## src/rtl/sp2hp_pkg.sv

```systemverilog
package sp2hp_pkg;
  localparam int SP_EXP_W  = 8;
  localparam int SP_FRAC_W = 23;
  localparam int HP_EXP_W  = 5;
  localparam int HP_FRAC_W = 10;
  localparam int SP_W      = 1 + SP_EXP_W + SP_FRAC_W;
  localparam int HP_W      = 1 + HP_EXP_W + HP_FRAC_W;
  localparam int HP_EM_W   = HP_EXP_W + HP_FRAC_W;
  localparam int FRAC_DROP = SP_FRAC_W - HP_FRAC_W;
  localparam int SP_BIAS   = (1 << (SP_EXP_W - 1)) - 1;
  localparam int HP_BIAS   = (1 << (HP_EXP_W - 1)) - 1;
  localparam int REBIAS    = SP_BIAS - HP_BIAS;
  localparam int HP_EXP_MAX = (1 << HP_EXP_W) - 1;
  localparam int RND_W     = SP_FRAC_W + 1;

  localparam logic [SP_EXP_W-1:0] SP_EXP_ALL1 = '1;
  localparam logic [SP_EXP_W-1:0] NORM_LO     = SP_EXP_W'(REBIAS + 1);
  localparam logic [SP_EXP_W-1:0] OVF_LO      = SP_EXP_W'(REBIAS + HP_EXP_MAX);

  localparam logic [HP_EM_W-1:0] EM_INF  = {{HP_EXP_W{1'b1}}, {HP_FRAC_W{1'b0}}};
  localparam logic [HP_EM_W-1:0] EM_NMIN = {{HP_EXP_W{1'b1}}, {(HP_FRAC_W-1){1'b0}}, 1'b1};
  localparam logic [HP_EM_W-1:0] EM_QNAN = {{HP_EXP_W{1'b1}}, 1'b1, {(HP_FRAC_W-1){1'b0}}};

  typedef struct packed {
    logic                 sign;
    logic [SP_EXP_W-1:0]  exp;
    logic [SP_FRAC_W-1:0] frac;
  } sp_word_t;

  typedef struct packed {
    logic qnan;
    logic nan;
    logic nan_uf;
    logic inf;
    logic denorm;
  } sp_class_t;
endpackage

```

## src/rtl/sp2hp_classify.sv

```systemverilog
module sp2hp_classify
  import sp2hp_pkg::*;
(
  input  sp_word_t  word_i,
  output sp_class_t cls_o
);
  logic exp_max, frac_nz;

  always_comb begin
    exp_max     = (word_i.exp == SP_EXP_ALL1);
    frac_nz     = |word_i.frac;
    cls_o.qnan  = exp_max & word_i.frac[SP_FRAC_W-1];
    cls_o.nan   = exp_max & frac_nz;
    // payload lost after truncation
    cls_o.nan_uf = exp_max & frac_nz & ~(|word_i.frac[SP_FRAC_W-1:FRAC_DROP]);
    cls_o.inf   = (exp_max & ~frac_nz) | ((word_i.exp >= OVF_LO) & ~exp_max);
    cls_o.denorm = (word_i.exp < NORM_LO);
  end
endmodule

```

## src/rtl/sp2hp_round.sv

```systemverilog
module sp2hp_round
  import sp2hp_pkg::*;
(
  input  logic [SP_FRAC_W-1:0] frac_i,
  output logic [RND_W-1:0]     rnd_o
);
  // half-up: add the dropped msb one place higher
  always_comb
    rnd_o = RND_W'(frac_i) + (RND_W'(frac_i[FRAC_DROP-1]) << FRAC_DROP);
endmodule

```

## src/rtl/sp2hp_norm_path.sv

```systemverilog
module sp2hp_norm_path
  import sp2hp_pkg::*;
(
  input  logic [SP_EXP_W-1:0] exp_i,
  input  logic [RND_W-1:0]    rnd_i,
  output logic [HP_EM_W-1:0]  em_o
);
  logic [SP_EXP_W-1:0] rebias;
  logic [HP_EXP_W-1:0] e_hp;
  logic [SP_EXP_W-HP_EXP_W-1:0] unused_hi;

  always_comb begin
    rebias    = exp_i - SP_EXP_W'(REBIAS);
    e_hp      = rebias[HP_EXP_W-1:0];
    unused_hi = rebias[SP_EXP_W-1:HP_EXP_W];
    if (rnd_i[RND_W-1]) em_o = {e_hp + HP_EXP_W'(1), {HP_FRAC_W{1'b0}}};
    else                em_o = {e_hp, rnd_i[SP_FRAC_W-1:FRAC_DROP]};
  end

  logic unused_ok;
  assign unused_ok = ^{unused_hi, rnd_i[FRAC_DROP-1:0]};
endmodule

```

## src/rtl/sp2hp_denorm_path.sv

```systemverilog
module sp2hp_denorm_path
  import sp2hp_pkg::*;
(
  input  logic [SP_EXP_W-1:0] exp_i,
  input  logic [RND_W-1:0]    rnd_i,
  output logic [HP_EM_W-1:0]  em_o
);
  localparam int SA_W = SP_EXP_W;
  logic [SA_W-1:0]  sa;
  logic [RND_W-1:0] with_hidden, shifted;

  always_comb begin
    sa          = SA_W'(REBIAS + 1) - exp_i;
    with_hidden = rnd_i | (RND_W'(1) << SP_FRAC_W);
    // saturate: never let a large shift wrap
    if (sa >= SA_W'(RND_W)) shifted = '0;
    else                    shifted = with_hidden >> sa;
    em_o = HP_EM_W'(shifted >> FRAC_DROP);
  end
endmodule

```

## src/rtl/sp2hp_select.sv

```systemverilog
module sp2hp_select
  import sp2hp_pkg::*;
(
  input  sp_class_t            cls_i,
  input  logic [SP_FRAC_W-1:0] frac_i,
  input  logic [HP_EM_W-1:0]   em_norm_i,
  input  logic [HP_EM_W-1:0]   em_denorm_i,
  output logic [HP_EM_W-1:0]   em_o
);
  logic [HP_EM_W-1:0] em_nan;

  always_comb begin
    em_nan = EM_INF | HP_EM_W'(frac_i >> FRAC_DROP);
    // lowest priority first, later assignments win
    em_o = em_norm_i;
    if (cls_i.nan)    em_o = em_nan;
    if (cls_i.nan_uf) em_o = EM_NMIN;
    if (cls_i.inf)    em_o = EM_INF;
    if (cls_i.denorm) em_o = em_denorm_i;
    if (cls_i.qnan)   em_o = EM_QNAN;
  end
endmodule

```

## src/rtl/sp2hp_conv.sv

```systemverilog
module sp2hp_conv
  import sp2hp_pkg::*;
#(
  parameter bit REG_OUT = 1'b1
) (
  input  logic            clk_i,
  input  logic            rst_ni,
  input  logic            valid_i,
  input  logic [SP_W-1:0] data_i,
  output logic            valid_o,
  output logic [HP_W-1:0] data_o
);
  sp_word_t           word;
  sp_class_t          cls;
  logic [RND_W-1:0]   rnd;
  logic [HP_EM_W-1:0] em_norm, em_denorm, em_sel;
  logic [HP_W-1:0]    result;

  assign word = sp_word_t'(data_i);

  sp2hp_classify u_classify (.word_i(word), .cls_o(cls));
  sp2hp_round u_round (.frac_i(word.frac), .rnd_o(rnd));
  sp2hp_norm_path u_norm (.exp_i(word.exp), .rnd_i(rnd), .em_o(em_norm));
  sp2hp_denorm_path u_denorm (.exp_i(word.exp), .rnd_i(rnd), .em_o(em_denorm));
  sp2hp_select u_select (
    .cls_i(cls), .frac_i(word.frac),
    .em_norm_i(em_norm), .em_denorm_i(em_denorm), .em_o(em_sel)
  );

  assign result = {word.sign, em_sel};

  generate
    if (REG_OUT) begin : g_reg
      always_ff @(posedge clk_i or negedge rst_ni) begin
        if (!rst_ni) begin
          valid_o <= 1'b0;
          data_o  <= '0;
        end else begin
          valid_o <= valid_i;
          if (valid_i) data_o <= result;
        end
      end
    end else begin : g_comb
      logic unused_clk;
      assign unused_clk = clk_i ^ rst_ni;
      assign valid_o = valid_i;
      assign data_o  = result;
    end
  endgenerate
endmodule

```

## config.mk

```make
export PLATFORM = sky130hd
export DESIGN_NAME = sp2hp_conv
export DESIGN_NICKNAME = d
export VERILOG_FILES = /design/src/rtl/sp2hp_pkg.sv /design/src/rtl/sp2hp_classify.sv /design/src/rtl/sp2hp_round.sv /design/src/rtl/sp2hp_norm_path.sv /design/src/rtl/sp2hp_denorm_path.sv /design/src/rtl/sp2hp_select.sv /design/src/rtl/sp2hp_conv.sv
export SDC_FILE = /design/constraint.sdc
export NUM_CORES = 1
export LEC_CHECK = 0
export ABC_AREA = 1
export BUFFER_PORTS_ARGS = -buffer_cell sky130_fd_sc_hd__buf_4
export CAP_MARGIN = 20
export CORE_AREA = 2 2 72 67
export CTS_CLUSTER_SIZE = 30
export DETAILED_ROUTE_END_ITERATION = 10
export DIE_AREA = 0 0 74 69
export PLACE_DENSITY = 0.82
export REMOVE_ABC_BUFFERS = 1
export SETUP_SLACK_MARGIN = 0.05
export SYNTH_ARGS = -nofsm -noshare
export SYNTH_HDL_FRONTEND = slang
export SYNTH_SLANG_ARGS = --single-unit
```

## constraint.sdc

```tcl
create_clock -name clk_i -period 0.8 [get_ports clk_i]
set_clock_uncertainty 0.1 [all_clocks]
set_input_delay 0.16 -clock clk_i [delete_from_list [all_inputs] [get_ports clk_i]]
set_output_delay 0.16 -clock clk_i [all_outputs]
set_load 0.02 [all_outputs]
```

== After elaboration in Yosys (flattened, before gate mapping) ==
Cells that the tools add are included.
Storage, ports and cells
  bits in registers: 17
  input bits: 35
  output and inout bits: 17
  logic and storage cells: 29
Operators by class
  add/subtract/negate cells: 4
  $lt $le $gt $ge: 3
  eq/ne operators: 1
  shifts and indexed selects: 1
  multiplexer cells: 7
  bitwise logic cells: 9
  reductions and logical operators: 2
Operator list (number)
  15-bit 2-to-1 mux: 6
  23-bit by 14-bit adder with 24-bit output: 1
  24-bit 2-to-1 mux: 1
  24-bit by 8-bit >> shifter with 24-bit output: 1
  23-bit OR reduction: 1
  10-bit OR reduction: 1
  8-bit == test, second input constant: 1
  8-bit by 5-bit greater-or-equal comparator with 1-bit output, second input constant: 1
  8-bit greater-or-equal comparator, second input constant: 1
  8-bit by 7-bit less-than comparator with 1-bit output, second input constant: 1
  7-bit by 8-bit subtractor with 8-bit output, first input constant: 1
  5-bit by 1-bit adder with 5-bit output, second input constant: 1
  1-bit AND: 5
  5-bit subtractor, second input constant: 1
  1-bit inverter: 3
  1-bit OR: 1

== Logic depth before layout (Yosys ltp) ==
  depth after elaboration: 8
  gate-level depth with buffers: 17
  mapped depth without buffers: 16

== Hierarchy ==
A second synthesis with hierarchy kept.
Unflattened totals
  cell total of the unflattened synthesis: 430
  area, all modules: 2431.1 um^2
By module, submodules not included
  sp2hp_conv: times used 1, cells an instance 69, area an instance 669.4 um^2, sequential area each 425.4 um^2
  sp2hp_denorm_path: times used 1, cells an instance 130, area an instance 656.9 um^2, sequential area each 0.0 um^2
  sp2hp_select: times used 1, cells an instance 85, area an instance 374.1 um^2, sequential area each 0.0 um^2
  sp2hp_round: times used 1, cells an instance 61, area an instance 336.6 um^2, sequential area each 0.0 um^2
  sp2hp_classify: times used 1, cells an instance 45, area an instance 217.7 um^2, sequential area each 0.0 um^2
  sp2hp_norm_path: times used 1, cells an instance 40, area an instance 176.4 um^2, sequential area each 0.0 um^2

== Worst setup path before layout ==
Ideal clock, no wire load.
  kind: in2reg
  start point: input port data_i[24]
  end point: register data_o[10]
  setup time: 74 ps
  arrival: 1676 ps
  data required time: 626 ps
  slack: -1051 ps
  stages on the path: 15
  path buffers: 1
  cells stage by stage: inv_1 -> buf_2 -> ha_1 -> nand2_1 -> nand2_2 -> nand2_2 -> nand2_2 -> nor2_4 -> inv_2 -> nor2_4 -> inv_2 -> nor2_2 -> nand2_1 -> o21a_1 -> o21ai_2
On the way
  word-level cells in the longest chain between the ends: 7
  elaborated cells between the ends (all ways): 19
  those cells by class: 1 x add/sub; 3 x order compare; 1 x eq/ne; 1 x shift; 6 x mux; 7 x bitwise
Ends and longest elaborated chain
  start: declaration: RTL line sp2hp_conv.sv:9  | input logic [SP_W-1:0] data_i,
  parallel branches: the longest is 6 deep, another holds 7-bit by 8-bit subtractor with 8-bit output
  15-bit 2-to-1 mux (*): RTL line sp2hp_select.sv:20  | if (cls_i.qnan) em_o = EM_QNAN;
  end signal: assignment: RTL line sp2hp_conv.sv:40  | if (valid_i) data_o <= result;
  end: declaration: RTL line sp2hp_conv.sv:11  | output logic [HP_W-1:0] data_o
Every way passes the cells marked *.
A chain may end at the register's enable or synchronous reset.

== Worst setup path in the final report ==
  start point: input port data_i[24]
  end point: register data_o[1]
The elaborated chain is that of the path after synthesis.

==> metrics.txt <==
ratio of cells with drive above 1 in the final layout=0.505; Post-Syn Area=2090 um2; setup TNS=-17.20 ns; adder-cell share of the synthesized area=0.0359; flops & latches, synth=17; Tcrit/Tclk final=2.26; Min-Delay Path Class=in2reg; worst path bufs/invs=3; critical path launch point type=primary input; Crit. End Element=register; minimum clock period=1.81 ns; fill count=218; CTS tree=built; crit path capture=data_o[1]; final WL=10.6 mm; routability congestion estimate=1.02; Mapped Cells=351; die height=69 um; complex-gate fraction of the synthesized area=0.111; Leak=1.87 nW; Setup Viol. Count Final=32; die span in x=74 um; worst vdd ir=1110 uV; largest family of logic cells by synthesized area=simple AND/OR/NAND/NOR gates; FF-to-FF Start=data_o[6]; hold path startpoint=data_i[31]; Post-DP HPWL=5.38 mm; Iter 0 DRT Violations=472; Avg Cell Area, Syn=5.96 um2; wire per inst=19.7 um; Clock Path Buffers=2; Yosys cell types=33; first-pass GRT wire length=14.0 mm; crit path kind=in2reg; root buffer cell=clkbuf_8; CP max FO=19; Reg clk slew, reported paths=0.07 ns; most used cell, CP=nand2_2; Design Power=0.00370 W; Via density=6.30; max-slew violation count=0; Max stage delay on crit path=0.19 ns; count leader, synth=nand2_1; Crit path max-delay family=simple AND/OR/NAND/NOR gates; Layout Nets=521; worst skew pair latency=0.25 ns; mux cell area share after synthesis=0; FP Rows=23; status=finished with violations; CORE AREA=4350 um2; Synthesis Warnings=0; Main synth FF type=dfrtp_1; Hold Fails Final Rpt=0; area grow syn2layout=78.8%; DRC viols=0; Worst Path Arrival=1.90 ns; CP required=0.89 ns; GR Overflow Total=0; die area=5110 um2; failing checks=setup timing; IO Pins=52; Starting Density=0.481; worst reg2reg endpoint=data_o[6]; WHS Path Cells=3; H-Tree Depth=1; Inserted Clock Buffers=3; worst setup margin=-1.01 ns; antenna violations before repair=0; Vias=3411; sequential element share of the synthesized area=0.203; crit-path cells=buf_12 > inv_8 > ha_4 > nand2_4 > nand2_2 > nand2_2 > nand2_2 > nor2_4 > buf_12 > nand3_1 > nand3_2 > nand3_1 > nand3_2 > nand2_2 > nand2_1 > nand2_1 > nand2_1; Max Fclk=552 MHz; Post-synth top cells=nand2_1, nand3_1, inv_1; R2R depth=3; RSZ-0062 raised after global routing=yes; CP Launch Point=data_i[24]; largest net degree at the start of global routing=20; post-synth top area cell=dfrtp_1; xor/xnor share of the synthesized area=0.0251; final antenna diode count=0; EDFF count, synth=0; Slew HR=0.744; GRT Overall Usage=0.345; First-pass DRT Iterations=6; PwrDens=989 nW/um2; reg2reg setup slack=-0.10 ns; critical-path cell with the highest stage delay=buf_12; maxcap violations=0; Routed Antenna Nets=0; CP Depth=17; PortBufs=51; clk sinks=17; top cell type's share of synthesized area=0.203; simple-gate area share of the yosys netlist=0.522; Post-synth ARST share=1.00; vias in the first global route=2967; final hold slack=0.0297 ns; Worst-Margin Slew=0.380 ns; ranking of synthesized cells by area=dfrtp_1, nand2_1, nand3_1, inv_1, o21ai_0
[stage by stage]
step           cell area, um2  std cells   util  worst slack [ns]
3_5_place_dp             2980        518  0.686             -1.34
4_1_cts                  3520        533  0.811            -0.731
5_1_grt                  3740        541  0.860             -1.05
2_1_floorplan            2030        342      -             -1.26
6_report                 3740        541  0.860             -1.01
3_3_place_gp             2980        518  0.686             -1.33
[area by class of cell]
cell class	instances	area [um2]	area share
flip-flops and latches	17	425	0.114
inverters	42	178	0.0475
well taps	62	77.6	0.0207
multi-input cells	284	1890	0.505
repair buffers	132	1120	0.301
clock buffers	4	45.0	0.0120
[repair_timing]
item                                    in CTS  in global routing
setup buffers                                9                  8
endpoints found under the setup margin      32                 33
gates cloned                                 1                  0
resized for setup                          118                 39
pin swaps                                   29                 17
hold buffers                                 1                  0
hold endpoints to repair                    17                  0
[layout by cell type, fill, tap and decap left out, types with 6 or more instances in the layout]
cell     netlist  final
inv_2          4     10
inv_1         37     27
dfrtp_1       17     17
nand3_2        3     27
buf_4          0    103
o21ai_2        2      7
nand2_1      109     90
nor2_1        23     16
o21ai_0       18      6
nand3_1       69     42
o21ai_1        2      8
nor2_4         5     11
buf_6          1     24
nand2_2        4     18
nand2_4        1      7
[registers in the layout (all words and copies together) (netlist names)]
register and flops:
valid_o 1, data_o 16
[worst min-delay path, stage by stage]
cell and delay [ns]:
buf_4 0.08, nand2_1 0.04, nand2_1 0.07
[layer usage]
| metal | GRT usage | routed length [um] | up-vias |
|---|---|---|---|
| li1 | - | - | 1416 |
| met1 | 0.431 | 3650 | 1556 |
| met2 | 0.589 | 5020 | 339 |
| met3 | 0.0731 | 1290 | 100 |
| met4 | 0.0970 | 695 | 0 |
| met5 | 0 | 0 | - |
[cell families (layout without fill, tap and decap cells)]
group / after synthesis / count (layout)
AND/OR/NAND/NOR: 233 / 234
AO/OA/AOI/OAI: 38 / 38
flip-flops: 17 / 17
XOR/XNOR: 6 / 6
buffers and inverters: 51 / 178
adder cells (fa/ha/maj): 6 / 6
[power breakdown]
group | internal [W] | total (W) | switching [W]
logic | 0.000882 | 0.00201 | 0.00113
clock network | 0.000354 | 0.000665 | 0.000311
registers | 0.000948 | 0.00102 | 0.0000748
total | 0.00218 | 0.00370 | 0.00152
[worst min path at each step]
stage | slack, ns | end
final | 0.03 | data_o[15]
after global routing | 0.03 | data_o[15]
after CTS | 0.02 | data_o[15]
after detailed placement | -0.07 | data_o[12]
after global placement | -0.07 | data_o[12]
after floorplan | -0.24 | data_o[0]
No activity file was read; power rests on OpenSTA's default activity.
